### config.mk
export PLATFORM = sky130hd
export DESIGN_NAME = dma_chan_ctl
export DESIGN_NICKNAME = d
export VERILOG_FILES = /design/src/rtl/dma_chan_pkg.sv /design/src/rtl/dma_reg_decode.sv /design/src/rtl/dma_chan_fsm.sv /design/src/rtl/dma_ptr_bank.sv /design/src/rtl/dma_chan_ctl.sv
export SDC_FILE = /design/constraint.sdc
export NUM_CORES = 1
export LEC_CHECK = 0
export BUFFER_PORTS_ARGS = -buffer_cell sky130_fd_sc_hd__buf_2
export CORE_MARGIN = 10
export CORE_UTILIZATION = 60
export DETAILED_ROUTE_END_ITERATION = 16
export GPL_TIMING_DRIVEN = 0
export PLACE_DENSITY = 0.8
export REMOVE_ABC_BUFFERS = 1
export SYNTH_ARGS = -nofsm -noshare
export SYNTH_HDL_FRONTEND = slang
export SYNTH_SLANG_ARGS = --single-unit
### constraint.sdc
create_clock -name clk -period 10.9 [get_ports clk]
set_clock_uncertainty 0.1 [all_clocks]
set_input_delay 0.545 -clock clk [delete_from_list [all_inputs] [get_ports clk]]
set_output_delay 0.545 -clock clk [all_outputs]
set_load 0.02 [all_outputs]
### src/rtl/dma_chan_pkg.sv
package dma_chan_pkg;

    // Register offsets inside one channel window
    localparam int OFF_CSR   = 'h0000;
    localparam int OFF_NEXT  = 'h4000;
    localparam int OFF_LIMIT = 'h4004;
    localparam int OFF_START = 'h4008;
    localparam int OFF_STOP  = 'h400C;
    localparam int OFF_INIT  = 'h4200;
    localparam int OFF_SIZE  = 'h4204;

    // Command bit positions in a CSR write
    localparam int CMD_SET_EN   = 0;
    localparam int CMD_SET_UPD  = 1;
    localparam int CMD_SET_DIR  = 2;
    localparam int CMD_CLR_CMPL = 3;
    localparam int CMD_RESET    = 4;
    localparam int CMD_W        = 5;

    // Flag positions in a CSR read
    localparam int STS_EN   = 24;
    localparam int STS_UPD  = 25;
    localparam int STS_DIR  = 26;
    localparam int STS_CMPL = 27;

    typedef enum logic [2:0] {
        SEL_NONE,
        SEL_CSR,
        SEL_NEXT,
        SEL_LIMIT,
        SEL_PLAIN,
        SEL_SIZE
    } reg_sel_e;

    typedef enum logic {
        CH_IDLE,
        CH_RUN
    } ch_state_e;

    typedef struct packed {
        logic en;
        logic upd;
        logic dir;
        logic cmpl;
    } chan_flags_t;

endpackage

### src/rtl/dma_reg_decode.sv
module dma_reg_decode
    import dma_chan_pkg::*;
#(
    parameter int ADDR_W  = 16,
    parameter int NPLAIN  = 3
) (
    input  logic [ADDR_W-1:0]         addr,
    output reg_sel_e                  sel,
    output logic [$clog2(NPLAIN)-1:0] plain_idx
);

    always_comb begin
        sel       = SEL_NONE;
        plain_idx = '0;
        unique case (addr)
            ADDR_W'(OFF_CSR):   sel = SEL_CSR;
            ADDR_W'(OFF_NEXT):  sel = SEL_NEXT;
            ADDR_W'(OFF_LIMIT): sel = SEL_LIMIT;
            ADDR_W'(OFF_START): begin
                sel       = SEL_PLAIN;
                plain_idx = ($clog2(NPLAIN))'(0);
            end
            ADDR_W'(OFF_STOP): begin
                sel       = SEL_PLAIN;
                plain_idx = ($clog2(NPLAIN))'(1);
            end
            ADDR_W'(OFF_INIT): begin
                sel       = SEL_PLAIN;
                plain_idx = ($clog2(NPLAIN))'(2);
            end
            ADDR_W'(OFF_SIZE):  sel = SEL_SIZE;
            default:            sel = SEL_NONE;
        endcase
    end

endmodule

### src/rtl/dma_chan_fsm.sv
module dma_chan_fsm
    import dma_chan_pkg::*;
(
    input  logic              clk,
    input  logic              rst_n,
    input  logic              csr_wr,
    input  logic [CMD_W-1:0]  cmd,
    input  logic              strobe,
    input  logic              at_limit,
    output chan_flags_t       flags,
    output logic              advance,
    output logic              reload
);

    ch_state_e st_q, st_d;
    logic      upd_q, dir_q, cmpl_q;
    logic      c_en, c_upd, c_dir, c_clr, c_rst;
    logic      ev_finish, ev_reload;

    assign c_en  = csr_wr && cmd[CMD_SET_EN];
    assign c_upd = csr_wr && cmd[CMD_SET_UPD];
    assign c_dir = csr_wr && cmd[CMD_SET_DIR];
    assign c_clr = csr_wr && cmd[CMD_CLR_CMPL];
    assign c_rst = csr_wr && cmd[CMD_RESET];

    assign advance   = (st_q == CH_RUN) && strobe;
    assign ev_finish = advance && at_limit && !upd_q;
    assign ev_reload = advance && at_limit && upd_q;
    assign reload    = ev_reload;

    // Next-state logic: START, FINISH, RELOAD (self loop), ABORT
    always_comb begin
        st_d = st_q;
        unique case (st_q)
            CH_IDLE: begin
                if (c_en && !c_rst) st_d = CH_RUN;
            end
            CH_RUN: begin
                if (c_rst)                   st_d = CH_IDLE;
                else if (ev_finish && !c_en) st_d = CH_IDLE;
                else                         st_d = CH_RUN;
            end
            default: st_d = CH_IDLE;
        endcase
    end

    // State register
    always_ff @(posedge clk) begin
        if (!rst_n) st_q <= CH_IDLE;
        else        st_q <= st_d;
    end

    // Flag registers driven by commands and terminal count
    always_ff @(posedge clk) begin
        if (!rst_n) begin
            upd_q  <= 1'b0;
            dir_q  <= 1'b0;
            cmpl_q <= 1'b0;
        end else if (c_rst) begin
            upd_q  <= 1'b0;
            dir_q  <= 1'b0;
            cmpl_q <= 1'b0;
        end else begin
            if (c_upd)          upd_q <= 1'b1;
            else if (ev_reload) upd_q <= 1'b0;
            if (c_dir)          dir_q <= 1'b1;
            if (c_clr)                       cmpl_q <= 1'b0;
            else if (ev_finish || ev_reload) cmpl_q <= 1'b1;
        end
    end

    assign flags.en   = (st_q == CH_RUN);
    assign flags.upd  = upd_q;
    assign flags.dir  = dir_q;
    assign flags.cmpl = cmpl_q;

endmodule

### src/rtl/dma_ptr_bank.sv
module dma_ptr_bank
    import dma_chan_pkg::*;
#(
    parameter int DATA_W = 32,
    parameter int NPLAIN = 3
) (
    input  logic                       clk,
    input  logic                       rst_n,
    input  logic                       wr_en,
    input  reg_sel_e                   sel,
    input  logic [$clog2(NPLAIN)-1:0]  plain_idx,
    input  logic [DATA_W-1:0]          wdata,
    input  logic                       advance,
    input  logic                       reload,
    output logic [DATA_W-1:0]          cur_ptr,
    output logic [DATA_W-1:0]          lim_ptr,
    output logic [DATA_W-1:0]          plain_rd,
    output logic [DATA_W-1:0]          remain,
    output logic                       at_limit
);

    localparam logic [DATA_W-1:0] STEP = DATA_W'(DATA_W / 8);

    logic [DATA_W-1:0] nxt_q, lim_q;
    logic [DATA_W-1:0] plain_q [NPLAIN];
    logic [DATA_W-1:0] nxt_inc;

    assign nxt_inc = nxt_q + STEP;

    always_ff @(posedge clk) begin
        if (!rst_n)                          nxt_q <= '0;
        else if (wr_en && sel == SEL_NEXT)   nxt_q <= wdata;
        else if (reload)                     nxt_q <= plain_q[0];
        else if (advance)                    nxt_q <= nxt_inc;
    end

    always_ff @(posedge clk) begin
        if (!rst_n)                          lim_q <= '0;
        else if (wr_en && sel == SEL_LIMIT)  lim_q <= wdata;
        else if (reload)                     lim_q <= plain_q[1];
    end

    // Start, stop and initial-buffer: plain storage
    for (genvar g = 0; g < NPLAIN; g++) begin : g_plain
        always_ff @(posedge clk) begin
            if (!rst_n)
                plain_q[g] <= '0;
            else if (wr_en && sel == SEL_PLAIN &&
                     plain_idx == ($clog2(NPLAIN))'(g))
                plain_q[g] <= wdata;
        end
    end

    assign cur_ptr  = nxt_q;
    assign lim_ptr  = lim_q;
    assign plain_rd = plain_q[plain_idx];
    assign remain   = lim_q - nxt_q;
    assign at_limit = (nxt_inc == lim_q);

endmodule

### src/rtl/dma_chan_ctl.sv
module dma_chan_ctl
    import dma_chan_pkg::*;
#(
    parameter int DATA_W = 32,
    parameter int ADDR_W = 16
) (
    input  logic              clk,
    input  logic              rst_n,
    input  logic              req_valid,
    input  logic              req_write,
    input  logic [ADDR_W-1:0] req_addr,
    input  logic [DATA_W/8-1:0] req_be,
    input  logic [DATA_W-1:0] req_wdata,
    output logic              rd_valid,
    output logic [DATA_W-1:0] rd_data,
    input  logic              dev_strobe,
    output logic              irq
);

    localparam int BE_W   = DATA_W / 8;
    localparam int NPLAIN = 3;
    localparam int IDX_W  = $clog2(NPLAIN);

    reg_sel_e          sel;
    logic [IDX_W-1:0]  plain_idx;
    logic              full_word, wr_ok, rd_req;
    chan_flags_t       flags;
    logic              advance, reload, at_limit;
    logic [DATA_W-1:0] cur_ptr, lim_ptr, plain_rd, remain;
    logic [DATA_W-1:0] csr_rd, rd_mux;
    logic [DATA_W-1:0] rd_data_q;
    logic              rd_valid_q;

    assign full_word = (req_be == {BE_W{1'b1}});
    assign wr_ok     = req_valid && req_write && full_word;
    assign rd_req    = req_valid && !req_write;

    dma_reg_decode #(.ADDR_W(ADDR_W), .NPLAIN(NPLAIN)) u_dec (
        .addr      (req_addr),
        .sel       (sel),
        .plain_idx (plain_idx)
    );

    dma_chan_fsm u_fsm (
        .clk      (clk),
        .rst_n    (rst_n),
        .csr_wr   (wr_ok && sel == SEL_CSR),
        .cmd      (req_wdata[CMD_W-1:0]),
        .strobe   (dev_strobe),
        .at_limit (at_limit),
        .flags    (flags),
        .advance  (advance),
        .reload   (reload)
    );

    dma_ptr_bank #(.DATA_W(DATA_W), .NPLAIN(NPLAIN)) u_ptr (
        .clk       (clk),
        .rst_n     (rst_n),
        .wr_en     (wr_ok),
        .sel       (sel),
        .plain_idx (plain_idx),
        .wdata     (req_wdata),
        .advance   (advance),
        .reload    (reload),
        .cur_ptr   (cur_ptr),
        .lim_ptr   (lim_ptr),
        .plain_rd  (plain_rd),
        .remain    (remain),
        .at_limit  (at_limit)
    );

    always_comb begin
        csr_rd           = '0;
        csr_rd[STS_EN]   = flags.en;
        csr_rd[STS_UPD]  = flags.upd;
        csr_rd[STS_DIR]  = flags.dir;
        csr_rd[STS_CMPL] = flags.cmpl;
    end

    always_comb begin
        rd_mux = '0;
        if (full_word) begin
            unique case (sel)
                SEL_CSR:   rd_mux = csr_rd;
                SEL_NEXT:  rd_mux = cur_ptr;
                SEL_LIMIT: rd_mux = lim_ptr;
                SEL_PLAIN: rd_mux = plain_rd;
                SEL_SIZE:  rd_mux = remain;
                default:   rd_mux = '0;
            endcase
        end
    end

    always_ff @(posedge clk) begin
        if (!rst_n) begin
            rd_valid_q <= 1'b0;
            rd_data_q  <= '0;
        end else begin
            rd_valid_q <= rd_req;
            rd_data_q  <= rd_req ? rd_mux : '0;
        end
    end

    assign rd_valid = rd_valid_q;
    assign rd_data  = rd_data_q;
    assign irq      = flags.cmpl;

endmodule

==> results.md <==
- Post-synth EDFFs: 96
- IO Pins: between 90 and 100
- Critical Path Slowest Stage Cell: nor4_1
- Htree depth: 4
- Pwr dens: about 110 nW/um^2
- Dpl cells: around 1600
- Post-DP HPWL: approximately 27 mm
- Post_cts resized: 0
- Post-route ant nets: 0
- RSZ-0062 raised after global routing: false
- Gp weighted congestion: 0.975
- Post-Syn Area: roughly 12000 sq um
- Internal cell power: ~1.2 mW
- Share of the synthesized area in the top cell type: 0.239
- CP Cell Sequence: nand2_1 > a2111oi_0 > o2111ai_1 > or3_1 > or4_1 > nor4_1 > nand3_4 > buf_16 > a311oi_2 > o31a_1
- Filler Cell Count: 1489
- GRT overflow: 0
- Final hold vios: 0
- Nets: around 1500
- Worst slew pin tran: 1130 ps
- Peak VDD IR: 101 uV
- Reg2reg path depth: 10
- Largest net degree at the start of global routing: between 40 and 50
- Vias post-DR: 11200
- Sum Neg Setup Slack: 0 ps
- DRC: 0
- Maximum clock path buffer count: 2
- Vias per cell: 6.71
- Post-CTS setup buffer count: 0
- Fin crit period: ~4800 ps
- Comb power frac: 0.032
- Hold wc startpoint: req_write
- Seq/Total Area, Yosys: 0.407
- Core area: slightly below 20000 sq um
- Most frequent cells in the layout: nand2_1 (135), dfxtp_1 (101), and2_1 (100)
- Hold Crit Depth: 2
- Die height: 162 um
- Total wire length: a little under 40 mm
- CTS sink count: 197
- Yosys reg bits: approximately 200
- Fin crit share: 0.441
- Clock transition at path regs: ~80 ps
- PortBufs: 90
- Layout cells sized above 1: 0.130
- Syn Area/Cell: between 9 and 10 sq um
- Ys flop type: dfxtp_1
- CP Launch Point: u_fsm.st_q$_SDFF_PN0_
- Run status: completed
- Initial DRC count: roughly 1500
- FP Rows: between 50 and 60
- Initial antenna violation count: 3
- DIE AREA: about 26000 sq um
- Design Power: 1.53 mW
- Worst Path Max Fanout: between 40 and 50
- Final Setup Violations: 0
- Cell Count, Final, Fillers Out: roughly 1700
- Vias in the first global route: ~11000
- Leak pwr: between 5 and 6 nW
- Total Routing Usage GR: 0.288
- Area Growth Syn to Fin: 12.9%
- Synth warn: 0
- Max transition margin: 0.243
- Initial Util: 0.616
- Fin util: 0.695
- Sw Share: 0.232
- Worst setup SP type: flip-flop
- Routed len/inst: 23.3 um
- Sequential power share: 0.523
- Clock network power share: 0.445
- Unique masters post-synth: 77
- Worst r2r src: u_fsm.st_q$_SDFF_PN0_
- Drt first pass iters: 8
- Worst Path Required: ~11000 ps
- Hold buffer count at cts: 0
- CTS tree: done
- CP endpoint kind: flip-flop
- WS Path Type: flip-flop to flip-flop
- Synthesized instance count: 1338
- Async SR Flop Fraction: 0
- CTS buffer count: 17
- Cell taking the most area after synthesis: edfxtp_1
- Commonest non-fill, non-tap cell in the layout: nand2_1
- Clk root buf: clkbuf_16
- Largest stage delay, worst path: ~620 ps
- Max Freq: approximately 210 MHz
- Skew-Pair Late Insertion Delay: roughly 450 ps
- First-pass GRT wire length: around 60 mm
- NetSw: 0.355 mW
- Hold WC Path Type: input pin to flip-flop
- Total of max-cap violations: 0
- Die width: roughly 160 um
- Worst Path Arrival: 5100 ps
- Final slew viol count: 0
- Synth area leaders: edfxtp_1 (24%), dfxtp_1 (17%), and2_1 (5.2%), mux2i_1 (4.9%), nand2_1 (4.2%)
-- metrics by stage --
stage | setup slack, ps | area [sq um] | hold WS (ps)
floorplan | 5250 | 11700 | 338
finish | 6100 | 13600 | 177
CTS | 6150 | 13600 | 172
global placement | 1730 | 12500 | 387
global route | 5840 | 13600 | 174
detailed placement | 5970 | 13000 | 390
-- synth_stat cells, types with 5 or more instances --
master,count
nor2b_1,10
or4_1,6
nand4_1,23
o211ai_1,5
mux2i_1,59
and4_1,7
inv_1,44
o21ai_0,96
dfxtp_1,101
nand2_1,135
a211oi_1,8
a21oi_1,90
buf_2,7
a22o_1,8
o31ai_1,5
o2111ai_1,7
nand2b_1,13
xnor2_1,50
nand3_1,32
ha_1,32
buf_4,5
and3_1,10
edfxtp_1,96
nor4_1,15
xor2_1,24
a222oi_1,9
a221oi_1,20
clkbuf_1,66
nor3_1,28
a21o_1,14
and2_1,101
o22ai_1,9
nor2_1,67
o21a_1,8
a31oi_1,15
or3_1,16
o21bai_1,8
a22oi_1,29
-- critical path, delay by kind of cell, from the launching register on --
family	cells	cell delay, ps
buf+inv	1	400
flops	1	400
simple gates	5	2590
compound gates	4	1220
-- layer usage --
layer / part of all wire / GRT usage / wire, um
met5: 0.00026 / 0 / 10
met4: 0.026 / 0.103 / 1020
met3: 0.11 / 0.0543 / 4200
met2: 0.44 / 0.439 / 17300
met1: 0.42 / 0.400 / 16400
-- cell type report --
cell class	instances	area [sq um]	area share
multi-input cells	1015	6750	0.496
flip-flops and latches	197	4900	0.360
repair buffers	111	832	0.0611
clock buffers	18	429	0.0315
well taps	265	332	0.0244
clock inverters	14	191	0.0141
inverters	44	165	0.0121
diodes	1	2.50	0.000184
-- logic make-up after synthesis --
group / count (synthesis) / share of synthesized area
adder cells (fa/ha/maj): 33 / 0.0349
XOR/XNOR: 74 / 0.0538
multiplexers: 64 / 0.0540
AO/OA/AOI/OAI: 360 / 0.193
buffers and inverters: 126 / 0.0428
AND/OR/NAND/NOR: 484 / 0.214
flip-flops: 197 / 0.407
-- registers in the layout, indices dropped and copies added, names as in the netlist --
name           flops
u_ptr.lim_ptr     32
u_fsm.dir_q        1
rd_data           32
rd_valid           1
u_fsm.upd_q        1
u_fsm.cmpl_q       1
u_fsm.st_q         1
u_ptr.cur_ptr     32
u_ptr.plain_q     96
-- worst paths after layout --
kind / end / slack, ps
setup / recovery: u_ptr.cur_ptr[28]$_SDFFE_PN0P_ / 6100
setup reg to reg: u_ptr.cur_ptr[28]$_SDFFE_PN0P_ / 6100
hold reg to reg: u_ptr.cur_ptr[6]$_SDFFE_PN0P_ / 420
hold / removal: rd_valid$_SDFF_PN0_ / 180
-- power by group through the flow --
stage	clock network, mW	registers, mW	logic (mW)
after global placement	0	0.819	0.0401
final	0.682	0.801	0.0493
after CTS	0.678	0.800	0.0481
after detailed placement	0	0.817	0.0480
after floorplan	0	0.816	0.0134
after global routing	0.706	0.803	0.0527
(Power assumes the default switching activity.)
